<file path="src/rtl/mon_pkg.sv">
package mon_pkg;
  localparam int unsigned NFIELD = 5;
  localparam int unsigned WORD_W = 16;
  localparam int unsigned FIDX_W = $clog2(NFIELD);
  localparam int unsigned MAP_W  = NFIELD * WORD_W;

  typedef enum logic [FIDX_W-1:0] {
    FLD_TEMP  = 3'd0,
    FLD_VOLT  = 3'd1,
    FLD_BIAS  = 3'd2,
    FLD_TXPWR = 3'd3,
    FLD_RXPWR = 3'd4
  } field_e;

  typedef struct packed {
    logic              hit;
    logic              is_lsb;
    logic [FIDX_W-1:0] idx;
  } slot_t;
endpackage

</file>
<file path="src/rtl/mon_store.sv">
module mon_store
  import mon_pkg::*;
#(
  parameter logic [MAP_W-1:0] RES_MASK = {MAP_W{1'b1}}
) (
  input  logic              clk,
  input  logic              rst_n,
  input  logic              wr_en,
  input  logic [FIDX_W-1:0] wr_idx,
  input  logic [WORD_W-1:0] wr_data,
  input  logic              hold,
  input  logic              commit,
  output logic [MAP_W-1:0]  live_flat,
  output logic              pend_any
);
  logic [NFIELD-1:0] pend_vld;

  genvar g;
  generate
    for (g = 0; g < NFIELD; g++) begin : g_field
      localparam logic [WORD_W-1:0] FMASK = RES_MASK[g*WORD_W +: WORD_W];
      logic [WORD_W-1:0] live_q;
      logic [WORD_W-1:0] pend_q;
      logic              hit;

      assign hit = wr_en && (wr_idx == FIDX_W'(g));

      always_ff @(posedge clk) begin
        if (!rst_n) begin
          live_q      <= '0;
          pend_q      <= '0;
          pend_vld[g] <= 1'b0;
        end else begin
          if (hold) begin
            if (hit) begin
              pend_q      <= wr_data & FMASK;
              pend_vld[g] <= 1'b1;
            end
          end else begin
            if (hit) begin
              live_q <= wr_data & FMASK;
            end else if (commit && pend_vld[g]) begin
              live_q <= pend_q;
            end
            if (commit) begin
              pend_vld[g] <= 1'b0;
            end
          end
        end
      end

      assign live_flat[g*WORD_W +: WORD_W] = live_q;
    end
  endgenerate

  assign pend_any = |pend_vld;
endmodule

</file>
<file path="src/rtl/mon_byte_map.sv">
module mon_byte_map
  import mon_pkg::*;
#(
  parameter int unsigned FIELD_BASE = 96,
  parameter int unsigned OPT_ADDR   = 92
) (
  input  logic [7:0]       addr,
  input  logic [MAP_W-1:0] live_flat,
  input  logic [7:0]       opt_byte,
  output slot_t            slot,
  output logic [7:0]       rbyte,
  output logic [7:0]       lsb_byte
);
  localparam logic [7:0] BASE8 = 8'(FIELD_BASE);
  localparam logic [7:0] SPAN8 = 8'(2 * NFIELD);
  localparam logic [7:0] OPT8  = 8'(OPT_ADDR);

  logic [7:0]        off;
  logic [WORD_W-1:0] word;

  always_comb begin
    off      = addr - BASE8;
    word     = '0;
    slot     = '0;
    rbyte    = 8'h00;
    lsb_byte = 8'h00;
    if (addr >= BASE8 && off < SPAN8) begin
      for (int f = 0; f < NFIELD; f++) begin
        if (off[7:1] == 7'(f)) begin
          word     = live_flat[f*WORD_W +: WORD_W];
          slot.idx = FIDX_W'(f);
        end
      end
      slot.hit    = 1'b1;
      slot.is_lsb = off[0];
      rbyte       = off[0] ? word[7:0] : word[15:8];
      lsb_byte    = word[7:0];
    end else if (addr == OPT8) begin
      rbyte = opt_byte;
    end
  end
endmodule

</file>
<file path="src/rtl/mon_host_ctl.sv">
module mon_host_ctl
  import mon_pkg::*;
#(
  parameter logic [6:0] DEV_ADDR = 7'b1010001
) (
  input  logic       clk,
  input  logic       rst_n,
  input  logic       start,
  input  logic [6:0] dev,
  input  logic       stop,
  input  logic       ptr_valid,
  input  logic [7:0] ptr_in,
  input  logic       rd,
  input  slot_t      slot,
  input  logic [7:0] rbyte,
  input  logic [7:0] lsb_byte,
  output logic [7:0] ptr,
  output logic       active,
  output logic       commit,
  output logic       rvalid,
  output logic [7:0] rdata
);
  logic              shd_vld;
  logic [FIDX_W-1:0] shd_idx;
  logic [7:0]        shd_byte;
  logic              use_shadow;

  assign use_shadow = slot.hit && slot.is_lsb && shd_vld && (shd_idx == slot.idx);

  always_ff @(posedge clk) begin
    if (!rst_n) begin
      active   <= 1'b0;
      commit   <= 1'b0;
      ptr      <= 8'h00;
      rvalid   <= 1'b0;
      rdata    <= 8'h00;
      shd_vld  <= 1'b0;
      shd_idx  <= '0;
      shd_byte <= 8'h00;
    end else begin
      rvalid <= 1'b0;
      commit <= stop && active;
      if (start) begin
        active  <= (dev == DEV_ADDR);
        shd_vld <= 1'b0;
      end else if (stop) begin
        active  <= 1'b0;
        shd_vld <= 1'b0;
      end
      if (active && !start && !stop) begin
        if (ptr_valid) begin
          ptr <= ptr_in;
        end else if (rd) begin
          ptr    <= ptr + 8'd1;
          rvalid <= 1'b1;
          rdata  <= use_shadow ? shd_byte : rbyte;
          if (slot.hit && !slot.is_lsb) begin
            shd_vld  <= 1'b1;
            shd_idx  <= slot.idx;
            shd_byte <= lsb_byte;
          end
        end
      end
    end
  end
endmodule

</file>
<file path="src/rtl/mon_coherent_map.sv">
module mon_coherent_map
  import mon_pkg::*;
#(
  parameter logic [6:0]       DEV_ADDR     = 7'b1010001,
  parameter int unsigned      FIELD_BASE   = 96,
  parameter int unsigned      OPT_ADDR     = 92,
  parameter bit               INTERNAL_CAL = 1'b1,
  parameter logic [MAP_W-1:0] RES_MASK     = {16'hFFF0, 16'hFFFF, 16'hFFFC, 16'hFFFF, 16'hFFFF}
) (
  input  logic              clk,
  input  logic              rst_n,
  input  logic              smp_valid,
  output logic              smp_ready,
  input  logic [FIDX_W-1:0] smp_field,
  input  logic [WORD_W-1:0] smp_data,
  input  logic              host_start,
  input  logic [6:0]        host_dev,
  input  logic              host_stop,
  input  logic              host_ptr_valid,
  input  logic [7:0]        host_ptr,
  input  logic              host_rd,
  output logic              host_sel,
  output logic              host_rvalid,
  output logic [7:0]        host_rdata
);
  logic [MAP_W-1:0] live_flat;
  logic             pend_any;
  logic             active;
  logic             commit;
  logic [7:0]       ptr;
  logic [7:0]       opt_byte;
  logic [7:0]       rbyte;
  logic [7:0]       lsb_byte;
  slot_t            slot;

  assign smp_ready = 1'b1;
  assign opt_byte  = {2'b00, INTERNAL_CAL, ~INTERNAL_CAL, 4'b0000};
  assign host_sel  = active;

  mon_store #(.RES_MASK(RES_MASK)) u_store (
    .clk       (clk),
    .rst_n     (rst_n),
    .wr_en     (smp_valid && smp_ready),
    .wr_idx    (smp_field),
    .wr_data   (smp_data),
    .hold      (active),
    .commit    (commit),
    .live_flat (live_flat),
    .pend_any  (pend_any)
  );

  mon_byte_map #(.FIELD_BASE(FIELD_BASE), .OPT_ADDR(OPT_ADDR)) u_map (
    .addr      (ptr),
    .live_flat (live_flat),
    .opt_byte  (opt_byte),
    .slot      (slot),
    .rbyte     (rbyte),
    .lsb_byte  (lsb_byte)
  );

  mon_host_ctl #(.DEV_ADDR(DEV_ADDR)) u_ctl (
    .clk       (clk),
    .rst_n     (rst_n),
    .start     (host_start),
    .dev       (host_dev),
    .stop      (host_stop),
    .ptr_valid (host_ptr_valid),
    .ptr_in    (host_ptr),
    .rd        (host_rd),
    .slot      (slot),
    .rbyte     (rbyte),
    .lsb_byte  (lsb_byte),
    .ptr       (ptr),
    .active    (active),
    .commit    (commit),
    .rvalid    (host_rvalid),
    .rdata     (host_rdata)
  );
endmodule

</file>
<file path="config.mk">
export PLATFORM = sky130hd
export DESIGN_NAME = mon_coherent_map
export DESIGN_NICKNAME = d
export VERILOG_FILES = /design/src/rtl/mon_pkg.sv /design/src/rtl/mon_store.sv /design/src/rtl/mon_byte_map.sv /design/src/rtl/mon_host_ctl.sv /design/src/rtl/mon_coherent_map.sv
export SDC_FILE = /design/constraint.sdc
export NUM_CORES = 1
export LEC_CHECK = 0
export BUFFER_PORTS_ARGS = -buffer_cell sky130_fd_sc_hd__buf_2
export CORE_UTILIZATION = 68
export CTS_BUF_LIST = sky130_fd_sc_hd__clkbuf_8
export CTS_CLUSTER_SIZE = 40
export DETAILED_ROUTE_END_ITERATION = 6
export GPL_ROUTABILITY_DRIVEN = 0
export GPL_TIMING_DRIVEN = 0
export PLACE_DENSITY = 0.92
export SLEW_MARGIN = 20
export SYNTH_ARGS = -nofsm -noshare
export SYNTH_HDL_FRONTEND = slang
export SYNTH_SLANG_ARGS = --single-unit
</file>
<file path="constraint.sdc">
create_clock -name clk -period 5 [get_ports clk]
set_clock_uncertainty 0.15 [all_clocks]
set_input_delay 0.75 -clock clk [delete_from_list [all_inputs] [get_ports clk]]
set_output_delay 0.75 -clock clk [all_outputs]
set_load 0.005 [all_outputs]
</file>
==> flow_summary_export.csv <==
group,metric,value,unit
timing,rsz0062_at_grt,"no",
synth,synth.yosys.seq_area_share,0.4237,
synth,netlist_area,8693,sq um
cells_and_area,stdcell_area,9510,sq um
die,start_util,0.7119,
critical_path,crit_required,5.21,ns
die,die_w,115.1,um
detailed_routing,highest_layer,"met4",
run_status,outcome,"completed",
pwr,ir_drop,255.6,uV
detailed_routing,vias,7416,
flow_run,drv_cap,0,
timing,worst_pin_slew,0.7375,ns
critical_path,cp_max_fo,10,
synth,synthMostInstantiatedCell,"nand2_1",
detailed_routing,ant_nets,0,
clock_tree,cts_root_buf,"clkbuf_8",
die,core,12210,sq um
synth,yosys_most_used_dff,"dfxtp_1",
critical_path,critPathLaunchType,"register",
clock_tree,cts_tree,"built",
placed_design,placed_cell_area,9079,sq um
timing,fmaxAchievable,0.3593,GHz
synth,synth_fp_nets,987,
cells_and_area,final.fill_count,865,
critical_path,reg2reg_depth,8,
detailed_routing,wl,23.10,mm
clock_tree,cts_hold_buf,0,
clock_tree,cts_sinks,184,
clock_tree,clk_latency,0.49,ns
critical_path,crit_type,"reg2reg",
clock_tree,clk_pin_slew,0.09,ns
cells_and_area,area_delta_synth_final,9.398,%
critical_path,worstPathArrival,3.00,ns
die,die_area,13240,sq um
cells_and_area,final_layout_size_suffix_gt1_frac,0.1113,
pwr,power.density,292.3,nW/um^2
grt,grt_pass1_vias,7153,
detailed_routing,dr.pass1.iters,5,
grt,grt-ovfl-total,0,
detailed_routing,wl_met3,2.261,mm
detailed_routing,drc,0,
timing,fin_setup_tns,0,ns
grt,grt_pass1_wl,36.85,mm
worst_hold_path,hp-class,"reg2reg",
grt,grt_max_degree,17,
timing,setup_viol_count_final,0,
timing,fin_crit_sh,0.5567,
die,core.rowCount,40,
die,io_pins,52,
synth,ys_types,59,
synth,yosysTopAreaCell,"dfxtp_1",
cells_and_area,nNetsFinal,1041,
detailed_routing,drt_iter0_drc,792,
detailed_routing,wl_per_cell,19.68,um
synth,synthTopCellsByCount,"nand2_1, dfxtp_1, mux2i_1",
detailed_routing,wl_met2,10.79,mm
clock_tree,cts_resized,0,
detailed_routing,routed_via_density,6.317,
cells_and_area,diodes,0,
grt,antenna_found_initial,0,
placed_design,io_buffer_count,35,
synth,yosysWarningCount,0,
die,die_height,115.1,um
clock_tree,cts.htree.levels,4,
detailed_routing,wl_met1,9.152,mm
synth,synth_enable_flop_cells,0,
synth,synth_area_leaders,"dfxtp_1, mux2i_1, nand2_1, o211a_1, a21boi_0",
timing,slew_headroom,0.5038,
timing,hold_violations,0,
synth,synth_top_cell_area_share,0.4237,
clock_tree,numCtsBuffers,17,
grt,grt_usage,0.3699,
placed_design,post-dp-hpwl,16.49,mm
clock_tree,cts_buffer_depth,2,
timing,post-route-min-period,2.784,ns
cells_and_area,multi_input_area,4612,sq um
synth,synthArstFlopShare,0,
worst_hold_path,min_delay_path_depth,2,
synth,synth_cells,942,
clock_tree,postCtsSetupRepairBufs,0,
pwr,p_leak,4.444,nW
critical_path,endpoint_kind,"register",
timing,slew_viol_final,0,
cells_and_area,register_area,3684,sq um
synth,ys_seq_elements,184,
synth,avgSynthCellArea,9.229,sq um
metrics by stage:
stage                     total power, W  setup slack, ns  hold WS (ns)  utilization  instances
final                           0.002780            2.216        0.3157       0.7788       1174
after global routing            0.002844            2.062        0.3352       0.7788       1174
after CTS                       0.002765            2.233        0.3177       0.7788       1174
after detailed placement        0.001691            2.171        0.2983       0.7434       1145
after global placement          0.001686            2.201        0.2868       0.7434       1145
after floorplan                 0.001631            2.611        0.2853            -        942
flip-flops by register name, indices dropped and copies added (netlist names):
name                    flops
u_ctl.ptr                   8
u_ctl.active                1
u_ctl.shd_byte              8
u_ctl.commit                1
u_ctl.shd_idx               3
u_store.g_field.pend_q     74
u_ctl.rdata                 8
u_store.g_field.live_q     74
u_ctl.shd_vld               1
u_ctl.rvalid                1
u_store.pend_vld            5
cell families after synthesis:
logic type	after synthesis	share of synthesized area
compound gates	220	0.2027
flops	184	0.4237
mux	117	0.1494
fa+ha+maj	4	0.005757
buf+inv	94	0.04577
simple gates	322	0.1723
other cells	1	0.0004314
final timing paths:
path,start,endpoint,slack (ns)
worst max-delay path,u_ctl.ptr[5]$_SDFFE_PN0P_,u_ctl.shd_byte[6]$_SDFFE_PN0P_,2.22
worst min register to register,u_ctl.rdata[3]$_SDFFE_PN0P_,u_ctl.rdata[3]$_SDFFE_PN0P_,0.32
worst max register to register,u_ctl.ptr[5]$_SDFFE_PN0P_,u_ctl.shd_byte[6]$_SDFFE_PN0P_,2.22
worst min-delay path,u_ctl.rdata[3]$_SDFFE_PN0P_,u_ctl.rdata[3]$_SDFFE_PN0P_,0.32
per-layer routing:
layer,track usage,up-vias
li1,-,3430
met1,0.4650,3515
met2,0.6044,395
met3,0.07538,76
met4,0.1896,0
met5,0,-
power by group:
group          total (W)  switching [W]  internal [W]
Sequential       0.00150      0.0000163       0.00148
Clock            0.00112       0.000521      0.000595
Combinational   0.000164       0.000101     0.0000623
Total            0.00278       0.000639       0.00214
cell usage in the layout, fill, tap and decap left out, types with 3 or more instances in the layout:
cell	n
mux2i_1	105
o21ai_0	24
and3_1	6
ha_1	4
o211a_1	75
nor3_1	4
a21boi_0	62
a31oi_1	6
mux4_2	10
o21a_1	6
a221o_1	4
nand3_1	21
or2_2	3
nand2_1	205
dfxtp_1	184
clkbuf_8	18
and2_1	6
a22oi_1	10
buf_1	4
buf_4	4
a21oi_1	16
buf_2	59
nand4_1	5
nor2_1	20
bufinv_16	5
clkbuf_1	53
inv_1	11
nor2b_1	30
nand3b_1	3
final cells by class:
class	count	area share
clock buffer	18	0.02605
buffer	85	0.03828
multi-input combinational	664	0.4849
tap	168	0.02210
sequential	184	0.3873
timing repair buffer	35	0.01842
clock inverter	11	0.01934
inverter	9	0.003552
worst max-delay path: stages, from the launching register on:
cell and delay (ns):
dfxtp_1 0.45, ha_1 0.26, ha_1 0.27, nor4b_2 0.33, nand2_1 0.29, nor4_4 0.32, buf_4 0.29, mux2i_1 0.23
nor2b_1 0.08
Note: power is estimated with default switching activity, not from simulation.
